File: src/rtl/bbs_pkg.sv
package bbs_pkg;
  typedef enum logic [1:0] {
    BK_READ  = 2'd0,
    BK_WRITE = 2'd1,
    BK_FETCH = 2'd2,
    BK_ANY   = 2'd3
  } bus_kind_e;

  // field selectors inside one level's register group
  localparam logic [1:0] FLD_AVAL  = 2'd0;
  localparam logic [1:0] FLD_AMASK = 2'd1;
  localparam logic [1:0] FLD_DATA  = 2'd2;
  localparam logic [1:0] FLD_KIND  = 2'd3;

  // global registers (upper half of the map)
  localparam logic [1:0] GR_CTRL = 2'd0;
  localparam logic [1:0] GR_EXEC = 2'd1;
  localparam logic [1:0] GR_HANG = 2'd2;
endpackage

File: src/rtl/bbs_cfg_regs.sv
module bbs_cfg_regs
  import bbs_pkg::*;
#(
  parameter int ADDR_W = 16,
  parameter int DATA_W = 8,
  parameter int LEVELS = 4,
  parameter int CNT_W  = 4,
  parameter int HANG_W = 8,
  localparam int LVL_W = $clog2(LEVELS),
  localparam int CA_W  = LVL_W + 3
) (
  input  logic              clk,
  input  logic              rst_n,
  input  logic              cfg_we,
  input  logic [CA_W-1:0]   cfg_addr,
  input  logic [ADDR_W-1:0] cfg_wdata,
  output logic [ADDR_W-1:0] lv_aval  [LEVELS],
  output logic [ADDR_W-1:0] lv_amask [LEVELS],
  output logic [DATA_W-1:0] lv_dval  [LEVELS],
  output logic [DATA_W-1:0] lv_dmask [LEVELS],
  output logic [1:0]        lv_kind  [LEVELS],
  output logic [CNT_W-1:0]  lv_need  [LEVELS],
  output logic              act_trace,
  output logic              seq_en,
  output logic [LVL_W-1:0]  last_lvl,
  output logic              exec_en,
  output logic              hang_en,
  output logic [ADDR_W-1:0] exec_bp,
  output logic [HANG_W-1:0] hang_lim
);
  logic             is_glob;
  logic [LVL_W-1:0] sel_lvl;
  logic [1:0]       fld;

  assign is_glob = cfg_addr[CA_W-1];
  assign sel_lvl = cfg_addr[CA_W-2:2];
  assign fld     = cfg_addr[1:0];

  for (genvar g = 0; g < LEVELS; g++) begin : g_lvl
    logic              wr_en;
    logic [ADDR_W-1:0] r_aval, r_amask;
    logic [DATA_W-1:0] r_dval, r_dmask;
    logic [1:0]        r_kind;
    logic [CNT_W-1:0]  r_need;

    assign wr_en = cfg_we && !is_glob && (sel_lvl == LVL_W'(g));

    always_ff @(posedge clk or negedge rst_n) begin
      if (!rst_n) begin
        r_aval  <= '0;
        r_amask <= '0;
        r_dval  <= '0;
        r_dmask <= '0;
        r_kind  <= BK_READ;
        r_need  <= '0;
      end else if (wr_en) begin
        case (fld)
          FLD_AVAL:  r_aval  <= cfg_wdata;
          FLD_AMASK: r_amask <= cfg_wdata;
          FLD_DATA: begin
            r_dval  <= cfg_wdata[DATA_W-1:0];
            r_dmask <= cfg_wdata[2*DATA_W-1:DATA_W];
          end
          default: begin
            r_kind <= cfg_wdata[1:0];
            r_need <= cfg_wdata[CNT_W+1:2];
          end
        endcase
      end
    end

    assign lv_aval[g]  = r_aval;
    assign lv_amask[g] = r_amask;
    assign lv_dval[g]  = r_dval;
    assign lv_dmask[g] = r_dmask;
    assign lv_kind[g]  = r_kind;
    assign lv_need[g]  = r_need;
  end

  logic ctrl_we, exec_we, hang_we;
  assign ctrl_we = cfg_we && is_glob && (fld == GR_CTRL);
  assign exec_we = cfg_we && is_glob && (fld == GR_EXEC);
  assign hang_we = cfg_we && is_glob && (fld == GR_HANG);

  always_ff @(posedge clk or negedge rst_n) begin
    if (!rst_n) begin
      act_trace <= 1'b0;
      seq_en    <= 1'b0;
      last_lvl  <= '0;
      exec_en   <= 1'b0;
      hang_en   <= 1'b0;
    end else if (ctrl_we) begin
      act_trace <= cfg_wdata[0];
      seq_en    <= cfg_wdata[1];
      last_lvl  <= cfg_wdata[LVL_W+1:2];
      exec_en   <= cfg_wdata[4];
      hang_en   <= cfg_wdata[5];
    end
  end

  always_ff @(posedge clk or negedge rst_n) begin
    if (!rst_n)       exec_bp <= '0;
    else if (exec_we) exec_bp <= cfg_wdata;
  end

  always_ff @(posedge clk or negedge rst_n) begin
    if (!rst_n)       hang_lim <= '0;
    else if (hang_we) hang_lim <= cfg_wdata[HANG_W-1:0];
  end
endmodule

File: src/rtl/bbs_level_match.sv
module bbs_level_match
  import bbs_pkg::*;
#(
  parameter int ADDR_W = 16,
  parameter int DATA_W = 8
) (
  input  logic [ADDR_W-1:0] bus_addr,
  input  logic [DATA_W-1:0] bus_data,
  input  logic [1:0]        bus_type,
  input  logic [ADDR_W-1:0] aval,
  input  logic [ADDR_W-1:0] amask,
  input  logic [DATA_W-1:0] dval,
  input  logic [DATA_W-1:0] dmask,
  input  logic [1:0]        kind,
  output logic              hit
);
  logic addr_ok, data_ok, kind_ok;

  always_comb begin
    addr_ok = (((bus_addr ^ aval) & amask) == '0);
    data_ok = (((bus_data ^ dval) & dmask) == '0);
    kind_ok = (kind == BK_ANY) || (kind == bus_type);
    hit     = addr_ok && data_ok && kind_ok;
  end
endmodule

File: src/rtl/bbs_seq_core.sv
module bbs_seq_core #(
  parameter int LEVELS = 4,
  parameter int CNT_W  = 4,
  localparam int LVL_W = $clog2(LEVELS)
) (
  input  logic              clk,
  input  logic              rst_n,
  input  logic              clear,
  input  logic              enable,
  input  logic              step,
  input  logic [LEVELS-1:0] lvl_hit,
  input  logic [CNT_W-1:0]  lv_need [LEVELS],
  input  logic [LVL_W-1:0]  last_lvl,
  output logic [LVL_W-1:0]  lvl,
  output logic              fire
);
  logic [CNT_W-1:0] occ, occ_nx;
  logic [LVL_W-1:0] lvl_nx;
  logic [CNT_W:0]   need_eff, tally;
  logic             cur_hit, reached;

  always_comb begin
    cur_hit  = lvl_hit[lvl];
    need_eff = (lv_need[lvl] == '0) ? (CNT_W+1)'(1) : {1'b0, lv_need[lvl]};
    tally    = {1'b0, occ} + (CNT_W+1)'(1);
    reached  = (tally >= need_eff);
    lvl_nx   = lvl;
    occ_nx   = occ;
    fire     = 1'b0;
    if (clear) begin
      lvl_nx = '0;
      occ_nx = '0;
    end else if (enable && step && cur_hit) begin
      if (reached) begin
        occ_nx = '0;
        if (lvl == last_lvl) begin
          fire   = 1'b1;
          lvl_nx = '0;
        end else begin
          lvl_nx = lvl + LVL_W'(1);
        end
      end else begin
        occ_nx = occ + CNT_W'(1);
      end
    end
  end

  always_ff @(posedge clk or negedge rst_n) begin
    if (!rst_n) begin
      lvl <= '0;
      occ <= '0;
    end else begin
      lvl <= lvl_nx;
      occ <= occ_nx;
    end
  end
endmodule

File: src/rtl/bbs_hang_timer.sv
module bbs_hang_timer #(
  parameter int HANG_W = 8
) (
  input  logic              clk,
  input  logic              rst_n,
  input  logic              bus_open,
  input  logic              enable,
  input  logic [HANG_W-1:0] limit,
  output logic              hang_hit
);
  logic [HANG_W-1:0] open_cnt, open_cnt_nx;

  always_comb begin
    if (!bus_open)            open_cnt_nx = '0;
    else if (&open_cnt)       open_cnt_nx = open_cnt;
    else                      open_cnt_nx = open_cnt + HANG_W'(1);
    hang_hit = enable && bus_open && (open_cnt == limit);
  end

  always_ff @(posedge clk or negedge rst_n) begin
    if (!rst_n) open_cnt <= '0;
    else        open_cnt <= open_cnt_nx;
  end
endmodule

File: src/rtl/bus_break_seq.sv
module bus_break_seq #(
  parameter int ADDR_W = 16,
  parameter int DATA_W = 8,
  parameter int LEVELS = 4,
  parameter int CNT_W  = 4,
  parameter int HANG_W = 8,
  localparam int LVL_W = $clog2(LEVELS),
  localparam int CA_W  = LVL_W + 3
) (
  input  logic              clk,
  input  logic              rst_n,
  input  logic              cfg_we,
  input  logic [CA_W-1:0]   cfg_addr,
  input  logic [ADDR_W-1:0] cfg_wdata,
  input  logic              bus_valid,
  input  logic [1:0]        bus_type,
  input  logic [ADDR_W-1:0] bus_addr,
  input  logic [DATA_W-1:0] bus_data,
  input  logic              bus_open,
  input  logic              exec_valid,
  input  logic [ADDR_W-1:0] exec_addr,
  input  logic              seq_clear,
  output logic              halt_req,
  output logic              trace_trig,
  output logic [LVL_W-1:0]  seq_level
);
  logic [ADDR_W-1:0] lv_aval  [LEVELS];
  logic [ADDR_W-1:0] lv_amask [LEVELS];
  logic [DATA_W-1:0] lv_dval  [LEVELS];
  logic [DATA_W-1:0] lv_dmask [LEVELS];
  logic [1:0]        lv_kind  [LEVELS];
  logic [CNT_W-1:0]  lv_need  [LEVELS];
  logic              act_trace, seq_en, exec_en, hang_en;
  logic [LVL_W-1:0]  last_lvl;
  logic [ADDR_W-1:0] exec_bp;
  logic [HANG_W-1:0] hang_lim;
  logic [LEVELS-1:0] lvl_hit;
  logic              fire, hang_hit, exec_hit;
  logic              halt_nx, trig_nx;

  bbs_cfg_regs #(
    .ADDR_W(ADDR_W), .DATA_W(DATA_W), .LEVELS(LEVELS),
    .CNT_W(CNT_W), .HANG_W(HANG_W)
  ) u_cfg (
    .clk(clk), .rst_n(rst_n), .cfg_we(cfg_we), .cfg_addr(cfg_addr),
    .cfg_wdata(cfg_wdata),
    .lv_aval(lv_aval), .lv_amask(lv_amask), .lv_dval(lv_dval),
    .lv_dmask(lv_dmask), .lv_kind(lv_kind), .lv_need(lv_need),
    .act_trace(act_trace), .seq_en(seq_en), .last_lvl(last_lvl),
    .exec_en(exec_en), .hang_en(hang_en), .exec_bp(exec_bp),
    .hang_lim(hang_lim)
  );

  for (genvar g = 0; g < LEVELS; g++) begin : g_cmp
    bbs_level_match #(.ADDR_W(ADDR_W), .DATA_W(DATA_W)) u_match (
      .bus_addr(bus_addr), .bus_data(bus_data), .bus_type(bus_type),
      .aval(lv_aval[g]), .amask(lv_amask[g]), .dval(lv_dval[g]),
      .dmask(lv_dmask[g]), .kind(lv_kind[g]), .hit(lvl_hit[g])
    );
  end

  bbs_seq_core #(.LEVELS(LEVELS), .CNT_W(CNT_W)) u_seq (
    .clk(clk), .rst_n(rst_n), .clear(seq_clear), .enable(seq_en),
    .step(bus_valid), .lvl_hit(lvl_hit), .lv_need(lv_need),
    .last_lvl(last_lvl), .lvl(seq_level), .fire(fire)
  );

  bbs_hang_timer #(.HANG_W(HANG_W)) u_hang (
    .clk(clk), .rst_n(rst_n), .bus_open(bus_open), .enable(hang_en),
    .limit(hang_lim), .hang_hit(hang_hit)
  );

  // retire-qualified execution breakpoint: discarded prefetches never retire
  assign exec_hit = exec_en && exec_valid && (exec_addr == exec_bp);

  always_comb begin
    if (seq_clear) begin
      halt_nx = 1'b0;
      trig_nx = 1'b0;
    end else begin
      halt_nx = halt_req || (fire && !act_trace) || exec_hit || hang_hit;
      trig_nx = fire && act_trace;
    end
  end

  always_ff @(posedge clk or negedge rst_n) begin
    if (!rst_n) begin
      halt_req   <= 1'b0;
      trace_trig <= 1'b0;
    end else begin
      halt_req   <= halt_nx;
      trace_trig <= trig_nx;
    end
  end
endmodule

File: config.mk
export PLATFORM = sky130hd
export DESIGN_NAME = bus_break_seq
export DESIGN_NICKNAME = d
export VERILOG_FILES = /design/src/rtl/bbs_pkg.sv /design/src/rtl/bbs_cfg_regs.sv /design/src/rtl/bbs_level_match.sv /design/src/rtl/bbs_seq_core.sv /design/src/rtl/bbs_hang_timer.sv /design/src/rtl/bus_break_seq.sv
export SDC_FILE = /design/constraint.sdc
export NUM_CORES = 1
export LEC_CHECK = 0
export ABC_CLOCK_PERIOD_IN_PS = 3300
export BUFFER_PORTS_ARGS = -buffer_cell sky130_fd_sc_hd__clkbuf_2
export CORE_UTILIZATION = 50
export CTS_BUF_LIST = sky130_fd_sc_hd__clkbuf_8 sky130_fd_sc_hd__clkbuf_16
export CTS_CLUSTER_DIAMETER = 30
export DETAILED_ROUTE_END_ITERATION = 6
export PLACE_DENSITY = 0.76
export SLEW_MARGIN = 0
export SYNTH_ARGS = -nofsm -noshare
export SYNTH_HDL_FRONTEND = slang
export SYNTH_SLANG_ARGS = --single-unit
File: constraint.sdc
create_clock -name clk -period 3.3 [get_ports clk]
set_clock_uncertainty 0.2 [all_clocks]
set_input_delay 0.33 -clock clk [delete_from_list [all_inputs] [get_ports clk]]
set_output_delay 0.33 -clock clk [all_outputs]
set_load 0.05 [all_outputs]
==> impl_metrics.py <==
metrics = {
    "routing": {
        "detail-route-antenna-nets": 0,
        "drc": 0,
        "wl_per_cell_um": 22.8,
        "drt_first_pass_iters": 5,
        "drt_iter0_drc": 474,
        "vias_per_cell": 5.82,
        "vias": 7857,
        "routed_wl_um": 30700,
    },
    "synthesis": {
        "synth-seq-cells": 262,
        "syn_inst": 892,
        "yosysWarnings": 0,
        "synth_edf_count": 0,
        "netlist_area_um2": 12100,
        "synth_area_per_cell_um2": 13.5,
        "synth_flop_cell": "dfrtp_1",
        "synthDistinctLibCells": 55,
        "synth_fp_nets": 968,
        "async_flop_share_pct": 100,
        "ys_seq_area_share_pct": 54.3,
    },
    "global_route": {
        "grt-ovfl-total": 0,
        "grt_max_degree": 89,
        "grt_first_pass_wirelength_um": 47000,
        "grt_pass1_vias": 8141,
        "track_usage_pct": 25.8,
        "antenna_found_initial": 0,
    },
    "placed_design": {
        "dp_cells": 1253,
        "numPortBuffers": 73,
        "dp_hpwl_um": 20000,
        "place.gp.congestion": 0.861,
    },
    "sta": {
        "rsz0062_at_grt": "false",
        "final.setup.tns_ps": 0,
        "max_freq_mhz": 325,
        "hold_viol_final": 0,
        "final_max_slew_viol_count": 0,
        "fin_worst_hold_slack_ps": 18.5,
        "worst-slew-pin-transition_ps": 1020,
        "setup_viol": 0,
        "finalCriticalPeriod_ps": 3080,
        "fin_crit_sh_pct": 93.2,
        "slew_headroom_pct": 31.7,
    },
    "pwr": {
        "power.internal_w": 0.00781,
        "power_density_nw_per_um2": 731,
        "p_switching_w": 0.00280,
        "seqPwrFrac_pct": 39.5,
        "vdd.ir_drop.worst_mv": 0.463,
        "p_clk_share_pct": 46.3,
        "leakage_nw": 6.81,
        "sw_frac_of_total_pct": 26.4,
        "p_comb_share_pct": 14.1,
    },
    "worst_setup_path": {
        "critPathMaxFanout": 9,
        "crit_path_end_kind": "flop",
        "cp-endpoint": "u_seq.occ[2]$_DFFE_PN0P_",
        "cp_slowest_cell": "mux4_2",
        "r2r_start": "u_seq.lvl[0]$_DFFE_PN0P_",
        "r2r_cells": 11,
        "r2r_slack_ps": 220,
        "reg2reg_to": "u_seq.occ[2]$_DFFE_PN0P_",
        "worstPathRequired_ps": 3580,
        "start_kind": "flop",
        "slowest_delay_ps": 550,
        "crit_chain": "mux4_2 > a31o_2 > ha_1 > nand2b_1 > a21oi_1 > nor2b_1 > o21ai_1 > nand2_2 > or3_1 > o21ai_1 > a22o_1",
        "cpMostUsedCell": "o21ai_1",
        "startpoint": "u_seq.lvl[0]$_DFFE_PN0P_",
        "worstSetupPathType": "flop to flop",
        "worstPathArrival_ps": 3360,
    },
    "clocking": {
        "path_clk_slew_ps": 50,
        "insertion_delay_ps": 550,
        "numCtsBuffers": 48,
        "cts_tree": "built",
        "htreeDepth": 2,
        "clock-sinks": 262,
        "root_buffer": "clkbuf_16",
        "clk_path_buf_depth": 3,
    },
    "floorplan": {
        "num_rows": 56,
        "dieArea_um2": 24800,
        "initial_core_util_pct": 51.2,
        "ios": 74,
        "die_x_um": 157,
        "core_region_area_um2": 23600,
        "die_h_um": 157,
    },
    "final_layout": {
        "multiInputGateArea_um2": 5330,
        "drive_above_1_share_pct": 42.0,
        "antenna-diode-count": 0,
        "n_fill_cell": 1831,
        "final_cells": 1350,
        "finalNetCount": 1067,
        "syn_to_final_growth_pct": 20.2,
        "register_area_um2": 6560,
    },
    "min_path": {
        "hp-class": "input pin to flop",
    },
    "job": {
        "maxCapViolations": 0,
    },
    "outcome": {
        "status": "complete, no violations",
    },
}
[registers in the layout, indices dropped and copies added (netlist names), 2 cells and up]
register and count:
u_cfg.g_lvl.r_dval 32, u_cfg.exec_bp 16, u_cfg.g_lvl.r_amask 64, u_cfg.g_lvl.r_aval 64, u_cfg.g_lvl.r_dmask 32, u_cfg.g_lvl.r_kind 8, u_hang.open_cnt 8, u_seq.lvl 2
u_cfg.g_lvl.r_need 16, u_cfg.hang_lim 8, u_seq.occ 4, u_cfg.last_lvl 2
[critical path: cells and delay by family (launching register included)]
family	cells	cell delay [ps]
flip-flops	1	500
adder cells (fa/ha/maj)	1	260
AND/OR/NAND/NOR	4	690
multiplexers	1	550
AO/OA/AOI/OAI	5	820
[synthesized netlist by cell type, types with 5 or more instances]
| cell type | instances | area, um^2 |
|---|---|---|
| nand3_1 | 9 | 45.0 |
| xor2_1 | 105 | 920 |
| nor2b_1 | 7 | 43.8 |
| dfrtp_1 | 262 | 6560 |
| inv_1 | 7 | 26.3 |
| clkbuf_1 | 32 | 120 |
| and3_1 | 8 | 50.1 |
| a21oi_1 | 8 | 40.0 |
| nand2_1 | 31 | 116 |
| nor4_1 | 5 | 31.3 |
| o21ai_0 | 8 | 40.0 |
| o211ai_1 | 5 | 37.5 |
| a22oi_1 | 31 | 233 |
| mux2_2 | 244 | 2750 |
| ha_1 | 6 | 75.1 |
| nand4_1 | 12 | 75.1 |
| xnor2_1 | 22 | 193 |
| nor2_1 | 17 | 63.8 |
| buf_1 | 5 | 18.8 |
[final cells by class]
cell class / instances / area share (%)
Sequential cell: 262 / 45.1
Multi-Input combinational cell: 580 / 36.7
Inverter: 7 / 0.181
Clock inverter: 37 / 2.64
Timing Repair Buffer: 92 / 3.87
Clock buffer: 53 / 8.74
Tap cell: 319 / 2.75
[per-layer routing]
metal | share of wire, % | GRT usage [%] | vias up
li1 | - | - | 3425
met3 | 5.4 | 4.76 | 78
met4 | 3.5 | 10.6 | 0
met1 | 44 | 34.1 | 4104
met2 | 47 | 41.9 | 250
met5 | 0 | 0 | -
[placed cells by master (no fill, tap or decap), drive strengths merged, types with 7 or more instances in the layout]
| cell type | instances |
|---|---|
| inv | 23 |
| and3 | 8 |
| nor2b | 7 |
| nand2 | 31 |
| clkinv | 10 |
| xor2 | 105 |
| nand4 | 12 |
| a22oi | 31 |
| a21oi | 9 |
| xnor2 | 22 |
| o21ai | 11 |
| nor2 | 17 |
| dfrtp | 262 |
| buf | 17 |
| clkbuf | 125 |
| mux2 | 247 |
| nand3 | 9 |
[metrics by stage]
step                      instance area [um^2]  util, %  total power (W)  setup slack, ps
after CTS                                14500     61.4           0.0107             38.1
final                                    14500     61.5           0.0106              223
after global placement                   12800     54.3          0.00563              193
after floorplan                          12100        -          0.00518             62.3
after global routing                     14500     61.5           0.0110             14.3
after detailed placement                 12800     54.3          0.00571             84.9
[kinds of logic (layout without fill, tap and decap cells)]
group	after synthesis	after routing	synth area share [%]
muxes	255	255	24.1
xor gates and xnor gates	127	127	9.20
adders and majority gates	6	6	0.621
buffers and inverters	50	189	1.66
AOI/OAI and AO/OA	83	83	5.17
and+or+nand+nor	109	109	5.00
DFF	262	262	54.3
[worst min-delay path by stage]
| stage | start | slack [ps] | end | depth (start not counted) |
|---|---|---|---|---|
| floorplan | rst_n | -170 | halt_req$_DFF_PN0_ | 0 |
| global placement | rst_n | 190 | u_cfg.g_lvl[3].r_aval[14]$_DFFE_PN0P_ | 1 |
| detailed placement | rst_n | 180 | u_cfg.g_lvl[3].r_dmask[0]$_DFFE_PN0P_ | 1 |
| CTS | exec_addr[6] | 30 | halt_req$_DFF_PN0_ | 4 |
| global route | exec_addr[6] | 60 | halt_req$_DFF_PN0_ | 4 |
| finish | exec_addr[6] | 20 | halt_req$_DFF_PN0_ | 4 |
[power by group through the flow]
stage	registers [W]	clock network [W]	logic, W
after floorplan	0.00413	0	0.00105
after global placement	0.00420	0	0.00143
after detailed placement	0.00424	0	0.00148
after CTS	0.00420	0.00496	0.00150
after global routing	0.00427	0.00512	0.00163
final	0.00420	0.00492	0.00150
[what timing repair did]
action                                  in CTS  in global routing
endpoints found under the setup margin       0                  4
setup buffers                                0                  4
gates resized for setup                      0                  2
endpoints found under the hold margin       96                  0
hold buffers                                 3                  0
Power figures use the tool's default switching activity.
